File: src/rtl/uart_irq_pkg.sv
package uart_irq_pkg;

  localparam int NSRC = 4;

  // Source slots, listed from most to least urgent
  localparam int SRC_LINE = 0;
  localparam int SRC_RDA  = 1;
  localparam int SRC_THRE = 2;
  localparam int SRC_TEMT = 3;

  typedef enum logic [2:0] {
    CODE_NONE = 3'b000,
    CODE_THRE = 3'b001,
    CODE_RDA  = 3'b010,
    CODE_LINE = 3'b011,
    CODE_TEMT = 3'b111
  } irq_code_e;

  localparam logic [3:0] RSVD_NIBBLE = 4'b0100;

  function automatic irq_code_e src_code(input int idx);
    case (idx)
      SRC_LINE: src_code = CODE_LINE;
      SRC_RDA:  src_code = CODE_RDA;
      SRC_THRE: src_code = CODE_THRE;
      SRC_TEMT: src_code = CODE_TEMT;
      default:  src_code = CODE_NONE;
    endcase
  endfunction

endpackage

File: src/rtl/uart_irq_lsr.sv
module uart_irq_lsr #(
  parameter int NUM_ERR = 4
) (
  input  logic               clk,
  input  logic               rst_n,
  input  logic [NUM_ERR-1:0] err_i,
  input  logic               clr_i,
  output logic               pend_o
);

  logic [NUM_ERR-1:0] sticky_q, sticky_d;

  always_comb begin
    sticky_d = sticky_q;
    if (clr_i) sticky_d = '0;
    sticky_d = sticky_d | err_i;
  end

  always_ff @(posedge clk or negedge rst_n) begin
    if (!rst_n) sticky_q <= '0;
    else        sticky_q <= sticky_d;
  end

  assign pend_o = |sticky_q;

  AST_LSR_SET: assert property (@(posedge clk) disable iff (!rst_n)
    (|err_i) |=> pend_o);
  AST_LSR_CLEAR: assert property (@(posedge clk) disable iff (!rst_n)
    (clr_i && !(|err_i)) |=> !pend_o);

endmodule

File: src/rtl/uart_irq_rda.sv
module uart_irq_rda #(
  parameter int LVL_W = 5
) (
  input  logic             clk,
  input  logic             rst_n,
  input  logic [LVL_W-1:0] level_i,
  input  logic [LVL_W-1:0] trigger_i,
  input  logic             rd_i,
  output logic             pend_o
);

  logic at_trig;
  logic pend_q, pend_d;

  assign at_trig = (level_i >= trigger_i);

  always_comb begin
    pend_d = at_trig & ~rd_i;
  end

  always_ff @(posedge clk or negedge rst_n) begin
    if (!rst_n) pend_q <= 1'b0;
    else        pend_q <= pend_d;
  end

  assign pend_o = pend_q;

  AST_RDA_BELOW: assert property (@(posedge clk) disable iff (!rst_n)
    (level_i < trigger_i) |=> !pend_o);
  AST_RDA_READ: assert property (@(posedge clk) disable iff (!rst_n)
    rd_i |=> !pend_o);

endmodule

File: src/rtl/uart_irq_txe.sv
module uart_irq_txe (
  input  logic clk,
  input  logic rst_n,
  input  logic empty_i,
  input  logic clr_i,
  output logic pend_o
);

  logic empty_q;
  logic pend_q, pend_d;
  logic rise;

  assign rise = empty_i & ~empty_q;

  always_comb begin
    pend_d = pend_q;
    if (clr_i) pend_d = 1'b0;
    if (rise)  pend_d = 1'b1;
  end

  always_ff @(posedge clk or negedge rst_n) begin
    if (!rst_n) begin
      empty_q <= 1'b1;
      pend_q  <= 1'b0;
    end else begin
      empty_q <= empty_i;
      pend_q  <= pend_d;
    end
  end

  assign pend_o = pend_q;

  AST_TXE_RISE: assert property (@(posedge clk) disable iff (!rst_n)
    (empty_i && !$past(empty_i)) |=> pend_o);
  AST_TXE_CLEAR: assert property (@(posedge clk) disable iff (!rst_n)
    (clr_i && !(empty_i && !empty_q)) |=> !pend_o);

endmodule

File: src/rtl/uart_irq_prio.sv
module uart_irq_prio
  import uart_irq_pkg::*;
(
  input  logic [NSRC-1:0] req_i,
  output logic [NSRC-1:0] grant_o,
  output logic [2:0]      code_o,
  output logic            none_o
);

  logic [NSRC:0] taken;

  assign taken[0] = 1'b0;

  for (genvar g = 0; g < NSRC; g++) begin : g_chain
    assign grant_o[g]  = req_i[g] & ~taken[g];
    assign taken[g+1] = taken[g] | req_i[g];
  end

  always_comb begin
    code_o = CODE_NONE;
    for (int i = NSRC - 1; i >= 0; i--) begin
      if (req_i[i]) code_o = src_code(i);
    end
  end

  assign none_o = ~taken[NSRC];

  always_comb begin
    AST_ONE_GRANT: assert ($onehot0(grant_o));
  end

endmodule

File: src/rtl/uart_irq_ident.sv
module uart_irq_ident
  import uart_irq_pkg::*;
#(
  parameter int NUM_ERR = 4,
  parameter int LVL_W   = 5
) (
  input  logic               clk,
  input  logic               rst_n,
  input  logic [NSRC-1:0]    src_en,
  input  logic [NUM_ERR-1:0] err_flags,
  input  logic [LVL_W-1:0]   rx_level,
  input  logic [LVL_W-1:0]   rx_trigger,
  input  logic               thr_empty,
  input  logic               tsr_empty,
  input  logic               rd_ident,
  input  logic               rd_line,
  input  logic               rd_rxbuf,
  input  logic               wr_thr,
  output logic [7:0]         ident_o
);

  localparam int NTX = 2;

  logic [NSRC-1:0] pend_raw;
  logic [NSRC-1:0] pend_vis;
  logic [NSRC-1:0] grant;
  logic [2:0]      code;
  logic            none;
  logic [NTX-1:0]  tx_empty;
  logic [NTX-1:0]  tx_clr;

  uart_irq_lsr #(.NUM_ERR(NUM_ERR)) u_lsr (
    .clk    (clk),
    .rst_n  (rst_n),
    .err_i  (err_flags),
    .clr_i  (rd_line),
    .pend_o (pend_raw[SRC_LINE])
  );

  uart_irq_rda #(.LVL_W(LVL_W)) u_rda (
    .clk       (clk),
    .rst_n     (rst_n),
    .level_i   (rx_level),
    .trigger_i (rx_trigger),
    .rd_i      (rd_rxbuf),
    .pend_o    (pend_raw[SRC_RDA])
  );

  assign tx_empty = {tsr_empty, thr_empty};

  for (genvar t = 0; t < NTX; t++) begin : g_tx
    assign tx_clr[t] = wr_thr | (rd_ident & grant[SRC_THRE + t]);
    uart_irq_txe u_txe (
      .clk     (clk),
      .rst_n   (rst_n),
      .empty_i (tx_empty[t]),
      .clr_i   (tx_clr[t]),
      .pend_o  (pend_raw[SRC_THRE + t])
    );
  end

  assign pend_vis = pend_raw & src_en;

  uart_irq_prio u_prio (
    .req_i   (pend_vis),
    .grant_o (grant),
    .code_o  (code),
    .none_o  (none)
  );

  assign ident_o = {RSVD_NIBBLE, code, none};

  AST_MASKED_QUIET: assert property (@(posedge clk) disable iff (!rst_n)
    (src_en == '0) |-> ident_o[0]);
  AST_LINE_FIRST: assert property (@(posedge clk) disable iff (!rst_n)
    (pend_raw[SRC_LINE] && src_en[SRC_LINE]) |-> (ident_o[3:1] == 3'b011));
  AST_READ_SINGLE: assert property (@(posedge clk) disable iff (!rst_n)
    (rd_ident && !wr_thr) |=>
      !($fell(pend_raw[SRC_THRE]) && $fell(pend_raw[SRC_TEMT])));
  AST_READ_KEEPS_LINE: assert property (@(posedge clk) disable iff (!rst_n)
    (rd_ident && !rd_line && pend_raw[SRC_LINE]) |=> pend_raw[SRC_LINE]);
  AST_CODE_VALID: assert property (@(posedge clk) disable iff (!rst_n)
    !ident_o[0] |-> (ident_o[3:1] != 3'b000));

endmodule

File: config.mk
export PLATFORM = sky130hd
export DESIGN_NAME = uart_irq_ident
export DESIGN_NICKNAME = d
export VERILOG_FILES = /design/src/rtl/uart_irq_pkg.sv /design/src/rtl/uart_irq_lsr.sv /design/src/rtl/uart_irq_rda.sv /design/src/rtl/uart_irq_txe.sv /design/src/rtl/uart_irq_prio.sv /design/src/rtl/uart_irq_ident.sv
export SDC_FILE = /design/constraint.sdc
export NUM_CORES = 1
export LEC_CHECK = 0
export BUFFER_PORTS_ARGS = -buffer_cell sky130_fd_sc_hd__buf_4
export CORE_UTILIZATION = 42
export CTS_CLUSTER_SIZE = 25
export DETAILED_ROUTE_END_ITERATION = 12
export GPL_TIMING_DRIVEN = 0
export HOLD_SLACK_MARGIN = 0.03
export PLACE_DENSITY = 0.78
export SLEW_MARGIN = 20
export SYNTH_ARGS = -nofsm -noshare
export SYNTH_HDL_FRONTEND = slang
export SYNTH_HIERARCHICAL = 1
export SYNTH_SLANG_ARGS = --single-unit
File: constraint.sdc
create_clock -name clk -period 2.4 [get_ports clk]
set_clock_uncertainty 0.1 [all_clocks]
set_input_delay 0.48 -clock clk [delete_from_list [all_inputs] [get_ports clk]]
set_output_delay 0.48 -clock clk [all_outputs]
set_load 0.01 [all_outputs]
Word-level counts from Yosys, hierarchy flattened. Cells that the tools add are included.

Magnitude comparators: 1. Multiplexer cells: 9. Bitwise gates (word level): 20. Reduce and logical (&&, ||, !) cells: 3.

Operators with widths (count): $mux 3 (4); $and 1x1->1 (7); $not 1->1 (6); $ge 5x5->1 (1); $or 1x1->1 (5); $and 4x4->4 (1); $mux 1 (4); $mux 4 (1); $or 4x4->4 (1); $reduce_bool 2->1 (2); $reduce_or 4->1 (1).

Register bits: 9. Input port bits: 26. Output and inout port bits: 8. Word-level logic and storage cells: 39.

Depth between registers and ports, before layout. Gate-level depths: netlist (run 1).

Word-level depth: 10. Depth in mapped cells: 6. Depth with buffers taken out: 6.

By module. The synthesis (run 1) kept the hierarchy.

Modules (own cells, without submodules): uart_irq_rda (instances 1, cells each 18, area an instance 158.9 µm², seq. area each 25.0 µm²); uart_irq_lsr (instances 1, cells each 10, area an instance 142.6 µm², seq. area each 100.1 µm²); uart_irq_txe (instances 2, cells each 5, area an instance 71.3 µm², seq. area each 51.3 µm²); uart_irq_ident (instances 1, cells each 13, area an instance 85.1 µm², seq. area each 0.0 µm²); uart_irq_prio (instances 1, cells each 11, area an instance 76.3 µm², seq. area each 0.0 µm²).

Worst setup path after synthesis (run 1). No wires, ideal clock.

Path kind: register to output. From: register u_lsr.sticky_q[1]. To: output ident_o[0]. Data arrival time: 1414 ps. Required time: 1820 ps. Path slack: 406 ps. Stages on the path, launching flop included: 5. Path buffers: 1. Path through: dfrtp_1 > or4_1 > and2_1 > nor4_2 > buf_4.

Cells in the longest elaborated chain, start to end: 6.

RTL lines: start: declaration (RTL line uart_irq_lsr.sv:11) `logic [NUM_ERR-1:0] sticky_q, sticky_d;`; start signal: assignment (RTL line uart_irq_lsr.sv:21) `else sticky_q <= sticky_d;`; $reduce_or 4->1 (RTL line uart_irq_lsr.sv:24) `assign pend_o = |sticky_q;`; named net pend_raw[0] (RTL line uart_irq_ident.sv:24) `logic [NSRC-1:0] pend_raw;`; $and 4x4->4 (RTL line uart_irq_ident.sv:62) `assign pend_vis = pend_raw & src_en;`; named net pend_vis[0] (RTL line uart_irq_ident.sv:25) `logic [NSRC-1:0] pend_vis;`; $or 1x1->1 (3 in a row) (RTL line uart_irq_prio.sv:16) `assign taken[g+1] = taken[g] | req_i[g];`; $not 1->1 (RTL line uart_irq_prio.sv:26) `assign none_o = ~taken[NSRC];`; end: declaration (RTL line uart_irq_ident.sv:19) `output logic [7:0] ident_o`.

The timed path passes the listed nets, and every way through them passes these cells.

Worst setup path after layout (run 1).
From: register u_lsr.sticky_q[1]. To: output ident_o[3].

Cells in the longest elaborated chain, start to end: 3.

RTL lines: $reduce_or 4->1 (RTL line uart_irq_lsr.sv:24); named net pend_raw[0] (RTL line uart_irq_ident.sv:24); $and 4x4->4 (RTL line uart_irq_ident.sv:62); named net pend_vis[0] (RTL line uart_irq_ident.sv:25); $mux 3 (RTL line uart_irq_prio.sv:22) `if (req_i[i]) code_o = src_code(i);`.

The timed path passes the listed nets, and every way through them passes these cells.

==> results of run 1 <==
-- worst register-to-register path: cells and delay by family (launching register included) --
| family | cells | cell delay, ps |
|---|---|---|
| and+or+nand+nor | 3 | 860 |
| DFF | 1 | 380 |
| AOI/OAI and AO/OA | 2 | 210 |
| buffers and inverters | 1 | 140 |
-- registers in the layout (all words and copies together) (netlist names) --
| register | flops |
|---|---|
| g_tx.u_txe/empty_q | 2 |
| g_tx.u_txe/pend_o | 2 |
| u_lsr/sticky_q | 4 |
| u_rda/pend_o | 1 |
-- metrics by stage --
step / total power, mW / hold slack [ps]
finish: 0.397 / 238
global placement: 0.277 / 205
detailed placement: 0.282 / 207
global route: 0.422 / 224
CTS: 0.400 / 230
floorplan: 0.229 / 84.4
-- cell usage in the layout, fill, tap and decap left out, types with 2 or more instances in the layout --
| cell type | n |
|---|---|
| a21o_1 | 5 |
| and2_1 | 4 |
| buf_4 | 35 |
| clkbuf_4 | 3 |
| conb_1 | 4 |
| dfrtp_1 | 7 |
| dfstp_2 | 2 |
| ha_1 | 5 |
| inv_1 | 12 |
| nor2_1 | 2 |
| o22ai_2 | 2 |
-- power groups by stage --
stage                     logic [mW]  registers, mW  clock network, mW
after floorplan               0.0588          0.170                  0
after global placement         0.106          0.171                  0
after detailed placement       0.110          0.172                  0
after CTS                      0.112          0.169              0.119
after global routing           0.125          0.170              0.126
final                          0.113          0.169              0.115
-- metal layers --
layer | vias up | routed length, microns
li1 | 264 | -
met1 | 234 | 430
met2 | 24 | 677
met3 | 2 | 60
met4 | 0 | 19
met5 | - | 0
-- what timing repair did --
item | CTS | global route
hold buffers | 1 | 0
cloned | 0 | 0
hold endpoints to repair | 7 | 0
pin swaps | 0 | 2
setup buffers | 0 | 1
gates resized for setup | 1 | 1
endpoints found under the setup margin | 1 | 1
-- layout make-up --
class                   instances  share of cell area, %
clock buffers                   4                   2.97
multi-input cells              36                   33.3
well taps                      15                   2.12
inverters                      12                   5.08
plain buffers                   5                   4.24
repair buffers                 31                   26.6
flip-flops and latches          9                   25.7
-- final timing paths --
path / from / to / slack (ps) / cells past startpoint
max in group asynchronous: rst_n / g_tx[0].u_txe/empty_q$_DFF_PN1_ / 1500 / 2
worst max-delay path: u_lsr/sticky_q[1]$_DFF_PN0_ / ident_o[3] / 70 / 5
worst max register to register: u_lsr/sticky_q[1]$_DFF_PN0_ / g_tx[1].u_txe/pend_o$_DFFE_PN0P_ / 600 / 6
min in group asynchronous: rst_n / u_lsr/sticky_q[1]$_DFF_PN0_ / 480 / 2
worst min-delay path: tsr_empty / g_tx[1].u_txe/empty_q$_DFF_PN1_ / 240 / 1
worst min register to register: u_lsr/sticky_q[3]$_DFF_PN0_ / u_lsr/sticky_q[3]$_DFF_PN0_ / 380 / 1
==> out/qor.yml, run 1 <==
finalSetupTns_ps: 0
power.leakage_nw: 0.493
die_height_microns: 39.5
share_comb_of_total_power_pct: 28.5
hold_path_class: "primary input to register"
path_max_fanout: 4
crit_slowest_cell: "or4_1"
yosysWarningCount: 6
vias_per_cell: 4.68
final_util_pct: 68.1
crit_type: "register to output port"
gp_congestion: 0.682
fin_area_sq_um: 886
switching_share_pct: 25.6
fp.dieArea_sq_um: 1560
core_area_sq_um: 1300
setup.worst_path.start_class: "register"
grt_usage_pct: 17.4
syn_area_per_cell_sq_um: 9.84
switchingPower_uw: 102
antenna_found_initial: 0
first_pass_iters: 2
layout-drive-gt1-share_pct: 50.5
internal_power_uw: 295
final_cells: 112
area_delta_synth_final_pct: 50.0
period_needed_ps: 2330
initial_core_util_pct: 45.4
final-max-slew-violation-count: 0
use_met2_pct: 34.4
dp.cells: 106
grt_start_max_net_pins: 10
cp-end-kind: "output port"
clkSlewWorstSetupHoldPaths_ps: 60
drtIter0Drc: 2
cts_buffer_depth: 2
required_ps: 1820
cts-root-buf: "clkbuf_4"
pre_cts_ws_ps: 266
top_usage_layer: "met2"
cts_sinks: 9
port_buffers: 29
arrival_ps: 1750
timing.critical_path.buf_inv: 2
setup_slack_ps: 69.0
rsz0062_at_grt: "false"
die_x_microns: 39.5
clockPowerShare_pct: 28.9
crit_chain: "or4_1 > and2_4 > buf_4 > nor3_2 > buf_4"
powerDensity_nw_per_um2: 448
status: "completed"
timing.fmax_mhz: 429
cts_made_buffers: 3
h-tree-depth: 1
fp-row-count: 13
dpl.hpwl_microns: 997
synth_area_sq_um: 591
cts_tree: "built"
cp_top_family: "simple AND/OR/NAND/NOR gates"
grt_pass1_vias: 475
boundaryPins: 34
grtUsageMet3_pct: 1.70
seq_area_sq_um: 228
wl_per_cell_microns: 10.6
fillCellCount: 118
clk_latency_ps: 260
nNetsFinal: 129
route.antenna.remaining_nets: 0
post_dp_cell_area_sq_um: 835
path_common_cell: "buf_4"
finalSetupViolCount: 0
use_met1_pct: 15.5
multi_input_area_sq_um: 295
hold_viol: 0
synthCells: 60
grt_pass1_wl_mm: 1.73
cp_slowest_stage_delay_ps: 520
wl_mm: 1.19
drc: 0
finalCritPeriodShare_pct: 97.1
p_seq_share_pct: 42.6
ir_drop_mv: 0.296
num_vias: 524
n_antenna_cell: 0
drv_cap: 0
grt.overflow.total: 0
Power figures use the tool's default switching activity.
==> run 2, diff against run 1 <==
- BUFFER_PORTS_ARGS: -buffer_cell sky130_fd_sc_hd__buf_4 -> unset
- CORE_AREA: unset -> 2 2 39 41
- CORE_UTILIZATION: 42 -> unset
- DIE_AREA: unset -> 0 0 41 43
- DONT_BUFFER_PORTS: unset -> 1
- PLACE_DENSITY: 0.78 -> unset
- PLACE_DENSITY_LB_ADDON: unset -> 0.05
==> out/qor.yml, run 2 (synthesis gave the netlist of run 1 again) <==
status: "completed"
grt_pass1_vias: 368  # -23%
period_needed_ps: 2270  # -65.1 ps
reg2reg_depth: 6  # unchanged
finalSetupViolCount: 0  # unchanged
final-max-slew-violation-count: 0  # unchanged
vias_per_cell: 4.82  # +3.0%
wl_microns: 874  # -26%
largest_register_ffs: 4  # unchanged
grt_usage_pct: 11.6  # -5.7 points
share_comb_of_total_power_pct: 19.9  # -8.6 points
h-tree-depth: 1  # unchanged
grt_pass1_wl_mm: 1.36  # -21%
timing.fmax_mhz: 441  # +2.9%
clkSlewWorstSetupHoldPaths_ps: 60  # about the same
antenna_found_initial: 0  # unchanged
rr_endpoint: "g_tx[0].u_txe/pend_o$_DFFE_PN0P_"
cts_made_buffers: 3  # unchanged
path_max_fanout: 5  # +1
endpoint: "ident_o[0]"
gp_congestion: 0.583  # -15%
ir_drop_mv: 0.303  # +2.6%
p_seq_share_pct: 48.3  # +5.7 points
wl_per_cell_microns: 10.5  # -0.73%
switching_share_pct: 24.9  # -0.72 points
dpl.hpwl_microns: 750  # -25%
powerDensity_nw_per_um2: 531  # +19%
switchingPower_uw: 86.9  # -15%
drc: 0  # unchanged
rsz0062_at_grt: "false"
fp-row-count: 14  # +1
boundaryPins: 34  # unchanged
n_antenna_cell: 0  # unchanged
finalCritPeriodShare_pct: 94.4  # -2.7 points
cts_tree: "built"
final_util_pct: 47.5  # -21 points
mostFrequentLayoutCell: "inv_1"
hold_viol: 0  # unchanged
num_vias: 400  # -24%
largest-register: "u_lsr/sticky_q"
area_delta_synth_final_pct: 11.2
die_x_microns: 41  # +3.8%
arrival_ps: 1690  # -60 ps
p_total_uw: 349  # -12%
nNetsFinal: 99  # -23%
fp.dieArea_sq_um: 1760  # +13%
hold_path_class: "primary input to register"
setup.worst_path.start_class: "register"
finalSetupTns_ps: 0  # unchanged
cts_sinks: 9  # unchanged
clockPowerShare_pct: 31.9  # +3.0 points
fillCellCount: 149  # +26%
drv_cap: 0  # unchanged
r2r_setup_slack_ps: 670  # +70 ps
grt.overflow.total: 0  # unchanged
cts-root-buf: "clkbuf_4"
internal_power_uw: 262  # -11%
cp-end-kind: "output port"
cts_buffer_depth: 2  # unchanged
port_buffers: 0  # -100%
reg2reg_from: "u_lsr/sticky_q[1]$_DFF_PN0_"
initial_core_util_pct: 42.7  # -2.7 points
die_height_microns: 43  # +8.9%
most-common-layout-cells: "12 x inv_1, 7 x dfrtp_1, 5 x a21o_1, 5 x buf_4, 5 x ha_1"
core_area_sq_um: 1380  # +6.3%
clk_latency_ps: 250  # about the same
layout-drive-gt1-share_pct: 26.9  # -24 points
power.leakage_nw: 0.345  # -30%
first_pass_iters: 4  # +2
fin_hold_ws_ps: 123  # -115 ps
drtIter0Drc: 4  # +2
crit_path_start: "u_lsr/sticky_q[1]$_DFF_PN0_"
route.antenna.remaining_nets: 0  # unchanged
crit_type: "register to output port"
required_ps: 1820  # about the same
grt_start_max_net_pins: 10  # unchanged
run 2: changes by cell type in the layout (fill, tap and decap cells not counted), sizes merged:
cell / change
buf: -30
run 2: final cells by class:
class | count | area [sq um] | area share, %
tap | 16 | 20.0 | 3.05
sequential | 9 | 228 | 34.7
multi-input combinational | 36 | 290 | 44.2
clock buffer | 4 | 26.3 | 4.00
inverter | 12 | 45.0 | 6.86
timing repair buffer | 1 | 10.0 | 1.52
buffer | 5 | 37.5 | 5.71
run 2: metrics by stage:
stage / area [sq um] / setup WS, ps / std cells
CTS: 654 / 84.4 / 83
floorplan: 598 / 426 / 62
finish: 657 / 134 / 83
global placement: 618 / 358 / 78
global route: 657 / 26.0 / 83
detailed placement: 618 / 360 / 78
run 2: worst max-delay path, cell delays in order, from the launching register on:
cell and delay, ps:
dfrtp_1 370, or4_1 520, and2_4 190, nor4_2 200
buf_4 150
run 2: worst min-delay path by stage:
stage / slack (ps) / cells past startpoint / from / to
after global placement: 80 / 0 / rst_n / u_lsr/sticky_q[2]$_DFF_PN0_
after global routing: 100 / 0 / tsr_empty / g_tx[1].u_txe/empty_q$_DFF_PN1_
after floorplan: 80 / 0 / rst_n / g_tx[0].u_txe/pend_o$_DFFE_PN0P_
after detailed placement: 80 / 0 / rst_n / u_lsr/sticky_q[2]$_DFF_PN0_
after CTS: 120 / 0 / tsr_empty / g_tx[1].u_txe/empty_q$_DFF_PN1_
final: 120 / 0 / tsr_empty / g_tx[1].u_txe/empty_q$_DFF_PN1_
run 2: timing repair:
item,4_1_cts,5_1_grt
endpoints found under the setup margin,0,1
buffers inserted,0,0
hold buffers,1,0
resized for setup,0,2
hold endpoints to repair,9,0
run 2: layer usage:
metal	track usage [%]	share of wire, %	vias up
met1	13.6	41	178
li1	-	-	204
met3	3.14	12	0
met2	17.5	47	18
met4	8.00	0	0
met5	0	0	-
run 2: power groups by stage:
stage / Clock (mW) / Combinational (mW) / Sequential [mW]
floorplan: 0 / 0.0588 / 0.170
detailed placement: 0 / 0.0657 / 0.171
CTS: 0.115 / 0.0700 / 0.169
finish: 0.111 / 0.0693 / 0.169
global placement: 0 / 0.0647 / 0.171
global route: 0.127 / 0.0800 / 0.170
==> run 3, diff against run 2 <==
- PLACE_DENSITY: unset -> 0.7
- PLACE_DENSITY_LB_ADDON: 0.05 -> unset
==> out/qor.yml, run 3 (synthesis gave the netlist of run 1 again) <==
drtIter0Drc: 0  # -4
required_ps: 1820  # about the same
clk_latency_ps: 250  # about the same
powerDensity_nw_per_um2: 529  # -0.49%
drc: 0  # unchanged
finalSetupViolCount: 0  # unchanged
largest_register_ffs: 4  # unchanged
mostFrequentLayoutCell: "inv_1"
timing.fmax_mhz: 441  # about the same
h-tree-depth: 1  # unchanged
p_total_uw: 352  # +0.84%
antenna_found_initial: 0  # unchanged
cp-end-kind: "output port"
period_needed_ps: 2270  # +1.20 ps
seq_area_sq_um: 228  # unchanged
fillCellCount: 138  # -7.4%
crit_path_start: "u_lsr/sticky_q[1]$_DFF_PN0_"
ir_drop_mv: 0.237  # -22%
cts-root-buf: "clkbuf_4"
cts_made_buffers: 3  # unchanged
cts_buffer_depth: 2  # unchanged
power.leakage_nw: 0.347  # +0.58%
fp-row-count: 14  # unchanged
met2_length_microns: 460  # +12%
core_area_sq_um: 1380  # unchanged
die_x_microns: 41  # unchanged
hold_depth: 0  # unchanged
grt.overflow.total: 0  # unchanged
nNetsFinal: 99  # unchanged
path_max_fanout: 5  # unchanged
first_pass_iters: 1  # -3
grt_start_max_net_pins: 10  # unchanged
cts_sinks: 9  # unchanged
status: "completed"
drv_cap: 0  # unchanged
rsz0062_at_grt: "false"
endpoint: "ident_o[0]"
vias_per_cell: 4.88  # +1.2%
cts_setup_buffers: 0  # unchanged
dpl.hpwl_microns: 801  # +6.8%
hold_viol: 0  # unchanged
num_vias: 405  # +1.3%
port_buffers: 0  # unchanged
largest-register: "u_lsr/sticky_q"
crit_type: "register to output port"
die_height_microns: 43  # unchanged
route.antenna.remaining_nets: 0  # unchanged
clkSlewWorstSetupHoldPaths_ps: 60  # about the same
rr_endpoint: "g_tx[0].u_txe/pend_o$_DFFE_PN0P_"
most-common-layout-cells: "12 x inv_1, 7 x dfrtp_1, 5 x a21o_1, 5 x buf_4, 5 x ha_1"
setup.worst_path.start_class: "register"
layout-drive-gt1-share_pct: 26.9  # unchanged
grt_pass1_vias: 399  # +8.4%
multi_input_area_sq_um: 299  # +3.0%
grt_pass1_wl_mm: 1.40  # +3.0%
fp.dieArea_sq_um: 1760  # unchanged
gp_congestion: 0.575  # -1.3%
arrival_ps: 1690  # about the same
finalCritPeriodShare_pct: 94.5  # about the same
wl_per_cell_microns: 11.0  # +4.7%
highest_layer: "met4"
wl_microns: 915  # +4.7%
dr_wl_met3_microns: 98  # -6.7%
reg2reg_depth: 6  # unchanged
reg2reg_from: "u_lsr/sticky_q[1]$_DFF_PN0_"
cts_tree: "built"
area_delta_synth_final_pct: 12.7
finalSetupTns_ps: 0  # unchanged
r2r_setup_slack_ps: 670  # about the same
boundaryPins: 34  # unchanged
grt_usage_pct: 12.3  # +0.66 points
final-max-slew-violation-count: 0  # unchanged
n_antenna_cell: 0  # unchanged
hold_path_class: "primary input to register"
wl_met1_microns: 336  # -5.9%
initial_core_util_pct: 42.7  # unchanged
==> run 3: cell counts in the layout (fill, tap and decap cells not counted) <==
Identical to the previous run, type by type.
==> run 3: repair_timing <==
action | CTS | global route
gates resized for setup | 0 | 3
hold buffers | 1 | 0
hold endpoints to repair | 9 | 0
setup endpoints to repair | 0 | 2
==> run 3: worst min path at each step <==
stage | start | end | slack [ps]
CTS | tsr_empty | g_tx[1].u_txe/empty_q$_DFF_PN1_ | 110
floorplan | rst_n | g_tx[0].u_txe/pend_o$_DFFE_PN0P_ | 80
detailed placement | rst_n | u_lsr/sticky_q[0]$_DFF_PN0_ | 80
global route | thr_empty | g_tx[0].u_txe/empty_q$_DFF_PN1_ | 110
global placement | rst_n | u_lsr/sticky_q[2]$_DFF_PN0_ | 80
finish | thr_empty | g_tx[0].u_txe/empty_q$_DFF_PN1_ | 120
==> run 3: metrics by stage <==
stage / util, % / hold slack (ps) / setup WS, ps / cells / instance area (sq um)
after floorplan: - / 84.4 / 426 / 62 / 598
after global placement: 44.7 / 84.5 / 374 / 78 / 618
after detailed placement: 44.7 / 84.6 / 344 / 78 / 618
after CTS: 47.3 / 113 / 57.7 / 83 / 654
after global routing: 48.1 / 108 / 35.6 / 83 / 666
final: 48.1 / 121 / 133 / 83 / 666
==> run 3: final cells by class <==
class	instances	area share (%)
inverters	12	6.77
plain buffers	5	5.64
multi-input cells	36	44.9
well taps	16	3.01
repair buffers	1	1.50
clock buffers	4	3.95
flip-flops and latches	9	34.2
==> run 3: power breakdown <==
| part | leakage, nW | total [mW] | switching, mW | internal, mW |
|---|---|---|---|---|
| clock network | 0.0150 | 0.111 | 0.0474 | 0.0637 |
| registers | 0.102 | 0.169 | 0.00464 | 0.164 |
| logic | 0.231 | 0.0722 | 0.0365 | 0.0357 |
==> run 3: worst max-delay path: stages, from the launching register on <==
cell and delay [ps]:
dfrtp_1 370, or4_1 520, and2_4 200, nor4_4 190
buf_4 150
==> run 3: routing by layer <==
metal / GRT usage, % / vias up
met1: 11.1 / 177
met2: 20.0 / 22
met4: 12.0 / 0
li1: - / 204
met3: 3.14 / 2
met5: 0 / -
